`config.mk`:
```
export PLATFORM = sky130hd
export DESIGN_NAME = mem_sweep_tester
export DESIGN_NICKNAME = d
export VERILOG_FILES = /design/src/rtl/mst_pkg.sv /design/src/rtl/mst_addr_counter.sv /design/src/rtl/mst_sequencer.sv /design/src/rtl/mst_port_mux.sv /design/src/rtl/mem_sweep_tester.sv
export SDC_FILE = /design/constraint.sdc
export NUM_CORES = 1
export LEC_CHECK = 0
export BUFFER_PORTS_ARGS = -buffer_cell sky130_fd_sc_hd__buf_2
export CAP_MARGIN = 20
export CORE_MARGIN = 3
export CORE_UTILIZATION = 45
export CTS_CLUSTER_DIAMETER = 60
export CTS_CLUSTER_SIZE = 10
export DETAILED_ROUTE_END_ITERATION = 8
export PLACE_DENSITY = 0.76
export SLEW_MARGIN = 40
export SYNTH_ARGS = -nofsm -noshare
export SYNTH_HDL_FRONTEND = slang
export SYNTH_SLANG_ARGS = --single-unit
```
`constraint.sdc`:
```
create_clock -name clk -period 2.78 [get_ports clk]
set_input_delay 0.417 -clock clk [delete_from_list [all_inputs] [get_ports clk]]
set_output_delay 0.417 -clock clk [all_outputs]
set_load 0.02 [all_outputs]
```
`src/rtl/mst_pkg.sv`:
```
package mst_pkg;

  typedef enum logic [1:0] {
    ST_IDLE  = 2'd0,
    ST_WRITE = 2'd1,
    ST_READ  = 2'd2
  } mst_state_e;

  // Value stored at a location: its address reduced modulo 2^dw.
  function automatic logic [31:0] fill_value(input logic [31:0] a, input int dw);
    logic [31:0] mask;
    mask = (dw >= 32) ? 32'hFFFF_FFFF : ((32'h1 << dw) - 32'h1);
    return a & mask;
  endfunction

endpackage

```
`src/rtl/mst_addr_counter.sv`:
```
module mst_addr_counter #(
  parameter int ADDR_W = 13
) (
  input  logic              clk,
  input  logic              rst_n,
  input  logic              clr,
  input  logic              inc,
  output logic [ADDR_W-1:0] addr,
  output logic              at_last
);
  localparam logic [ADDR_W-1:0] LAST = {ADDR_W{1'b1}};

  always_ff @(posedge clk) begin
    if (!rst_n)   addr <= '0;
    else if (clr) addr <= '0;
    else if (inc) addr <= addr + 1'b1;
  end

  assign at_last = (addr == LAST);


  clear_to_zero_chk: assert property (@(posedge clk) disable iff (!rst_n)
    clr |=> (addr == '0));


  step_one_chk: assert property (@(posedge clk) disable iff (!rst_n)
    (inc && !clr) |=> (addr == $past(addr) + 1'b1));

endmodule

```
`src/rtl/mst_sequencer.sv`:
```
module mst_sequencer
  import mst_pkg::*;
#(
  parameter int ADDR_W = 13,
  parameter int DATA_W = 8
) (
  input  logic              clk,
  input  logic              rst_n,
  input  logic              start,
  input  logic [ADDR_W-1:0] addr,
  input  logic              at_last,
  input  logic              ack,
  input  logic [DATA_W-1:0] rdata,
  output logic              req,
  output logic              we,
  output logic [DATA_W-1:0] wdata,
  output logic              cnt_clr,
  output logic              cnt_inc,
  output logic              busy,
  output logic              pass,
  output logic              fail,
  output logic [ADDR_W-1:0] fail_addr,
  output logic [DATA_W-1:0] fail_data
);
  mst_state_e state, state_nx;

  logic [DATA_W-1:0] expect_val;
  logic acc_done, rd_match, start_go;
  logic ev_phase_flip, ev_mismatch, ev_all_ok;

  assign expect_val    = DATA_W'(fill_value(32'(addr), DATA_W));
  assign acc_done      = (state != ST_IDLE) && ack;
  assign rd_match      = (rdata == expect_val);
  assign start_go      = (state == ST_IDLE) && start;
  assign ev_phase_flip = (state == ST_WRITE) && acc_done && at_last;
  assign ev_mismatch   = (state == ST_READ) && acc_done && !rd_match;
  assign ev_all_ok     = (state == ST_READ) && acc_done && rd_match && at_last;

  assign cnt_clr = start_go || ev_phase_flip;
  assign cnt_inc = acc_done && !ev_phase_flip && !ev_mismatch && !ev_all_ok;

  always_comb begin
    state_nx = state;
    unique case (state)
      ST_IDLE:  if (start) state_nx = ST_WRITE;
      ST_WRITE: if (ev_phase_flip) state_nx = ST_READ;
      ST_READ:  if (ev_mismatch || ev_all_ok) state_nx = ST_IDLE;
      default:  state_nx = ST_IDLE;
    endcase
  end

  always_ff @(posedge clk) begin
    if (!rst_n) begin
      state     <= ST_IDLE;
      pass      <= 1'b0;
      fail      <= 1'b0;
      fail_addr <= '0;
      fail_data <= '0;
    end else begin
      state <= state_nx;
      if (start_go) begin
        pass      <= 1'b0;
        fail      <= 1'b0;
        fail_addr <= '0;
        fail_data <= '0;
      end
      if (ev_mismatch) begin
        fail      <= 1'b1;
        fail_addr <= addr;
        fail_data <= rdata;
      end
      if (ev_all_ok) pass <= 1'b1;
    end
  end

  assign busy  = (state != ST_IDLE);
  assign req   = busy;
  assign we    = (state == ST_WRITE);
  assign wdata = expect_val;


  req_hold_chk: assert property (@(posedge clk) disable iff (!rst_n)
    (req && !ack) |=> (req && $stable(addr) && $stable(we)));


  stop_on_fail_chk: assert property (@(posedge clk) disable iff (!rst_n)
    ev_mismatch |=> (!req && fail));


  pass_fail_excl_chk: assert property (@(posedge clk) disable iff (!rst_n)
    !(pass && fail));


  read_after_writes_chk: assert property (@(posedge clk) disable iff (!rst_n)
    ev_phase_flip |=> (req && !we));


  fail_hold_chk: assert property (@(posedge clk) disable iff (!rst_n)
    (!busy && !start) |=> ($stable(fail_addr) && $stable(fail_data)));

endmodule

```
`src/rtl/mst_port_mux.sv`:
```
module mst_port_mux #(
  parameter int ADDR_W = 13,
  parameter int DATA_W = 8
) (
  input  logic              sel_tst,
  input  logic              tst_req,
  input  logic              tst_we,
  input  logic [ADDR_W-1:0] tst_addr,
  input  logic [DATA_W-1:0] tst_wdata,
  output logic              tst_ack,
  input  logic              usr_req,
  input  logic              usr_we,
  input  logic [ADDR_W-1:0] usr_addr,
  input  logic [DATA_W-1:0] usr_wdata,
  output logic              usr_ack,
  output logic [DATA_W-1:0] usr_rdata,
  output logic              mem_req,
  output logic              mem_we,
  output logic [ADDR_W-1:0] mem_addr,
  output logic [DATA_W-1:0] mem_wdata,
  input  logic              mem_ack,
  input  logic [DATA_W-1:0] mem_rdata
);
  always_comb begin
    if (sel_tst) begin
      mem_req   = tst_req;
      mem_we    = tst_we;
      mem_addr  = tst_addr;
      mem_wdata = tst_wdata;
    end else begin
      mem_req   = usr_req;
      mem_we    = usr_we;
      mem_addr  = usr_addr;
      mem_wdata = usr_wdata;
    end
  end

  assign tst_ack   = sel_tst & mem_ack;
  assign usr_ack   = ~sel_tst & mem_ack;
  assign usr_rdata = mem_rdata;

endmodule

```
`src/rtl/mem_sweep_tester.sv`:
```
module mem_sweep_tester #(
  parameter int ADDR_W = 13,
  parameter int DATA_W = 8
) (
  input  logic              clk,
  input  logic              rst_n,
  input  logic              start,
  output logic              busy,
  output logic              pass,
  output logic              fail,
  output logic [ADDR_W-1:0] fail_addr,
  output logic [DATA_W-1:0] fail_data,
  input  logic              usr_req,
  input  logic              usr_we,
  input  logic [ADDR_W-1:0] usr_addr,
  input  logic [DATA_W-1:0] usr_wdata,
  output logic              usr_ack,
  output logic [DATA_W-1:0] usr_rdata,
  output logic              mem_req,
  output logic              mem_we,
  output logic [ADDR_W-1:0] mem_addr,
  output logic [DATA_W-1:0] mem_wdata,
  input  logic              mem_ack,
  input  logic [DATA_W-1:0] mem_rdata
);
  logic [ADDR_W-1:0] cnt_addr;
  logic              cnt_last, cnt_clr, cnt_inc;
  logic              tst_req, tst_we, tst_ack;
  logic [DATA_W-1:0] tst_wdata;

  mst_addr_counter #(.ADDR_W(ADDR_W)) u_cnt (
    .clk(clk), .rst_n(rst_n), .clr(cnt_clr), .inc(cnt_inc),
    .addr(cnt_addr), .at_last(cnt_last)
  );

  mst_sequencer #(.ADDR_W(ADDR_W), .DATA_W(DATA_W)) u_seq (
    .clk(clk), .rst_n(rst_n), .start(start),
    .addr(cnt_addr), .at_last(cnt_last),
    .ack(tst_ack), .rdata(mem_rdata),
    .req(tst_req), .we(tst_we), .wdata(tst_wdata),
    .cnt_clr(cnt_clr), .cnt_inc(cnt_inc),
    .busy(busy), .pass(pass), .fail(fail),
    .fail_addr(fail_addr), .fail_data(fail_data)
  );

  mst_port_mux #(.ADDR_W(ADDR_W), .DATA_W(DATA_W)) u_mux (
    .sel_tst(busy),
    .tst_req(tst_req), .tst_we(tst_we), .tst_addr(cnt_addr),
    .tst_wdata(tst_wdata), .tst_ack(tst_ack),
    .usr_req(usr_req), .usr_we(usr_we), .usr_addr(usr_addr),
    .usr_wdata(usr_wdata), .usr_ack(usr_ack), .usr_rdata(usr_rdata),
    .mem_req(mem_req), .mem_we(mem_we), .mem_addr(mem_addr),
    .mem_wdata(mem_wdata), .mem_ack(mem_ack), .mem_rdata(mem_rdata)
  );


  user_isolated_chk: assert property (@(posedge clk) disable iff (!rst_n)
    busy |-> !usr_ack);


  start_while_busy_chk: assert property (@(posedge clk) disable iff (!rst_n)
    (busy && start && !mem_ack) |=> busy);

endmodule

```
==> summary.md <==
| Metric | Value |
|---|---|
| Status | `finished, final reports clean` |
| Wire per inst | `roughly 14 µm` |
| Setup violation total in the final timing report | `0` |
| Dpl cell area | `between 0.002 and 0.003 mm²` |
| Netlist Area Pre-Place | `around 0.0022 mm²` |
| Slew Limit Fails | `0` |
| Post-DRT Antenna Nets | `0` |
| Residual DRC count | `0` |
| Core area | `0.00450 mm²` |
| Vias per cell | `between 5 and 6` |
| Simple-gate share of the synthesized area | `between 30% and 40%` |
| PortBufs | `90` |
| Post-Syn Area per Cell | `roughly 7.8 µm²` |
| Final TNS setup | `0 ns` |
| Crit-path max cell delay | `between 0.5 and 0.6 ns` |
| Clock Latency Late Sink | `~0.3 ns` |
| Adder-cell area share of the yosys netlist | `0.578%` |
| First-pass GRT wire length | `between 9 and 10 mm` |
| Post-synth EDFFs | `0` |
| Hold Path Stages | `3` |
| Vias in the first global route | `~2000` |
| Antenna diode count | `0` |
| Critical-path cell list | `nor2_1 > buf_4 > inv_1 > nand2_1 > nand2_1 > buf_2` |
| Final core occ | `between 50 and 60%` |
| Fin worst setup slack | `0.444 ns` |
| Worst-Margin Slew | `0.749 ns` |
| Register area share after synthesis | `roughly a third` |
| Worst Path Required | `2.36 ns` |
| FF-to-FF setup slack | `~0.50 ns` |
| Clk sinks | `38` |
| IO Count | `between 90 and 100` |
| Fmax | `approximately 430 MHz` |
| Slowest CP cell | `dfxtp_1` |
| DP Wirelength | `~4.3 mm` |
| Final hold violations | `0` |
| CTS tree | `done` |
| Gr ovfl total | `0` |
| RSZ-0062 raised after global routing | `no` |
| Crit. Startpoint | `u_seq.state[0]` |
| Initial antenna violation count | `0` |
| Clock skew | `0.0105 ns` |
| Xor and xnor fraction of the mapped netlist area | `just over 7%` |
| Total Routing Usage GR | `21.3%` |
| Vias | `about 2100` |
| Crit path to | `mem_addr[5]` |
| Sw frac | `roughly 29%` |
| Post-synthesis mux area share | `less than 1%` |
| Syn nets | `314` |
| Crit-path most repeated cell | `nand2_1` |
| Peak supply drop | `0.000196 V` |
| Fillcell total | `about 430` |
| Die area | `0.00568 mm²` |
| HP Class | `in2reg` |
| Hold Buf Count CTS | `0` |
| Largest family of logic cells by synthesized area | `simple AND/OR/NAND/NOR gates` |
| Resize count post-CTS | `0` |
| Largest net degree at the start of global routing | `27` |
| Num rows | `24` |
| Yosys warns | `0` |
| Initial core utilization | `about half` |
| Fin crit share | `84.0%` |
| Worst Setup Start Kind | `register` |
| Root buffer cell | `clkbuf_8` |
| Area Overhead vs Synth | `23.8%` |
| Reg2Reg Depth | `6` |
| Cell area after layout | `0.00268 mm²` |
| CTS Buffer Depth | `2` |
| Crit. End Element | `output pin` |
| Primary FF master, synth | `dfxtp_1` |
| Pre-antenna DRT Iters | `4` |
| Layout cell share with drive strength beyond 1 | `between 30 and 40%` |
| Final Net Count | `between 300 and 400` |
| PwrDens | `between 400 and 500 mW/mm²` |
| Gate power share | `16.2%` |
| Fraction of registers with async set/reset | `0%` |
| Netlist cell types | `41` |
| Final RePlAce weighted congestion | `~0.83` |
| Worst-path clk slew | `0.08 ns` |
| Die Y-Extent | `~75 µm` |
| Iteration-0 DRC Markers | `127` |
| H-Tree Depth | `2` |
| Internal | `~0.81 mW` |
| Max-Cap Viols | `0` |
| R2R Path End | `u_cnt.addr[0]` |
| Minimum clock period | `around 2.3 ns` |
| Place WS | `between 0.5 and 0.6 ns` |
| Flop pwr share | `between 40% and 50%` |
| Rel. slew slack | `between 40% and 50%` |
| Sw Pwr | `0.327 mW` |
| Critical setup path kind | `reg2out` |
| CP max FO | `24` |
| Seq cells post-synth | `38` |
| Clock share of power | `35.7%` |
| Synth Area in Compound Gates | `roughly 16%` |
| Cts bufs inserted | `5` |
| Post-CTS setup buffers | `0` |
| CP arrival | `about 1.9 ns` |
| Leak pwr | `1.24 nW` |
| Synth Instances | `approximately 280` |
| Worst r2r src | `u_cnt.addr[5]` |
| Die W | `approximately 75 µm` |
| WL final | `5.76 mm` |
==> power by group through the flow <==
stage	Sequential, mW	Clock [mW]	Combinational (mW)
3_5_place_dp	0.562	0	0.185
5_1_grt	0.550	0.437	0.202
4_1_cts	0.549	0.414	0.186
3_3_place_gp	0.562	0	0.183
2_1_floorplan	0.560	0	0.123
6_report	0.549	0.407	0.184
==> flip-flops by register name, summed over array words and instances (netlist names) <==
signal	cells
u_cnt.addr	13
u_seq.fail	1
u_seq.fail_addr	13
u_seq.fail_data	8
u_seq.pass	1
u_seq.state	2
==> worst min path at each step <==
stage,from,end,slack [ns]
6_report,mem_rdata[6],u_seq.fail_data[6],0.38
4_1_cts,mem_rdata[6],u_seq.fail_data[6],0.38
3_5_place_dp,u_seq.fail,u_seq.fail,0.45
2_1_floorplan,u_cnt.addr[11],u_seq.fail_addr[11],0.46
5_1_grt,mem_rdata[7],u_seq.fail_data[7],0.39
3_3_place_gp,u_seq.fail,u_seq.fail,0.44
==> stage by stage <==
step,instances,power [mW],hold slack (ns)
floorplan,278,0.683,0.462
global placement,402,0.745,0.440
detailed placement,402,0.747,0.449
CTS,410,1.15,0.381
global route,410,1.19,0.391
finish,410,1.14,0.382
==> synthesized netlist by cell type (2+ instances only) <==
cell / n / area share [%]
xor2_1: 4 / 1.6
buf_4: 8 / 2.8
nor3_1: 2 / 0.46
nand2_1: 83 / 14
nor4_4: 2 / 2.0
or3_1: 6 / 1.7
a21oi_1: 9 / 2.1
and2_1: 2 / 0.58
or4_1: 3 / 1.0
xnor2_1: 5 / 2.0
o211ai_1: 3 / 1.0
nor2_1: 12 / 2.1
a21boi_1: 19 / 6.6
o31ai_1: 4 / 1.4
clkbuf_1: 11 / 1.9
buf_6: 4 / 2.1
xnor2_2: 3 / 2.3
dfxtp_1: 38 / 35
nand4_2: 3 / 1.7
o21ai_0: 5 / 1.2
inv_1: 4 / 0.69
a21boi_0: 3 / 1.0
nand3_1: 27 / 6.2
==> worst max-delay path, delay by kind of cell (launching register included) <==
kind | cells | cell delay [ns]
buffers and inverters | 3 | 0.71
and+or+nand+nor | 3 | 0.37
DFF | 1 | 0.55
==> metal layers <==
layer,vias to the layer above,part of all wire [%],GRT usage [%]
li1,1088,-,-
met1,967,44,27.0
met2,59,51,35.9
met3,9,4.0,4.62
met4,0,1.6,6.99
met5,-,0,0
==> cell usage in the layout (no fill, tap or decap), types with 2 or more instances in the layout <==
cell / instances
buf_2: 90
nand2_1: 83
dfxtp_1: 38
nand3_1: 27
a21boi_1: 19
nor2_1: 12
a21oi_1: 9
buf_4: 8
or3_1: 6
clkbuf_8: 6
o21ai_0: 5
xnor2_1: 5
inv_1: 4
xor2_1: 4
o31ai_1: 4
xnor2_2: 3
nand4_2: 3
a21boi_0: 3
o211ai_1: 3
or4_1: 3
and2_1: 2
nor4_4: 2
==> logic make-up after synthesis <==
family,after synthesis
multiplexers,2
buffers and inverters,30
XOR/XNOR,13
adder cells (fa/ha/maj),1
AO/OA/AOI/OAI,48
flip-flops,38
AND/OR/NAND/NOR,146
==> area by class of cell <==
type                            count  area [µm²]  share of cell area [%]
Clock buffer                        6        82.6                    3.08
Clock inverter                      2        12.5                   0.467
Inverter                            4        15.0                   0.560
Multi-Input combinational cell    210        1230                    46.0
Sequential cell                    38         761                    28.4
Tap cell                           52        65.1                    2.43
Timing Repair Buffer               98         510                    19.0
No activity file was read; power rests on OpenSTA's default activity.
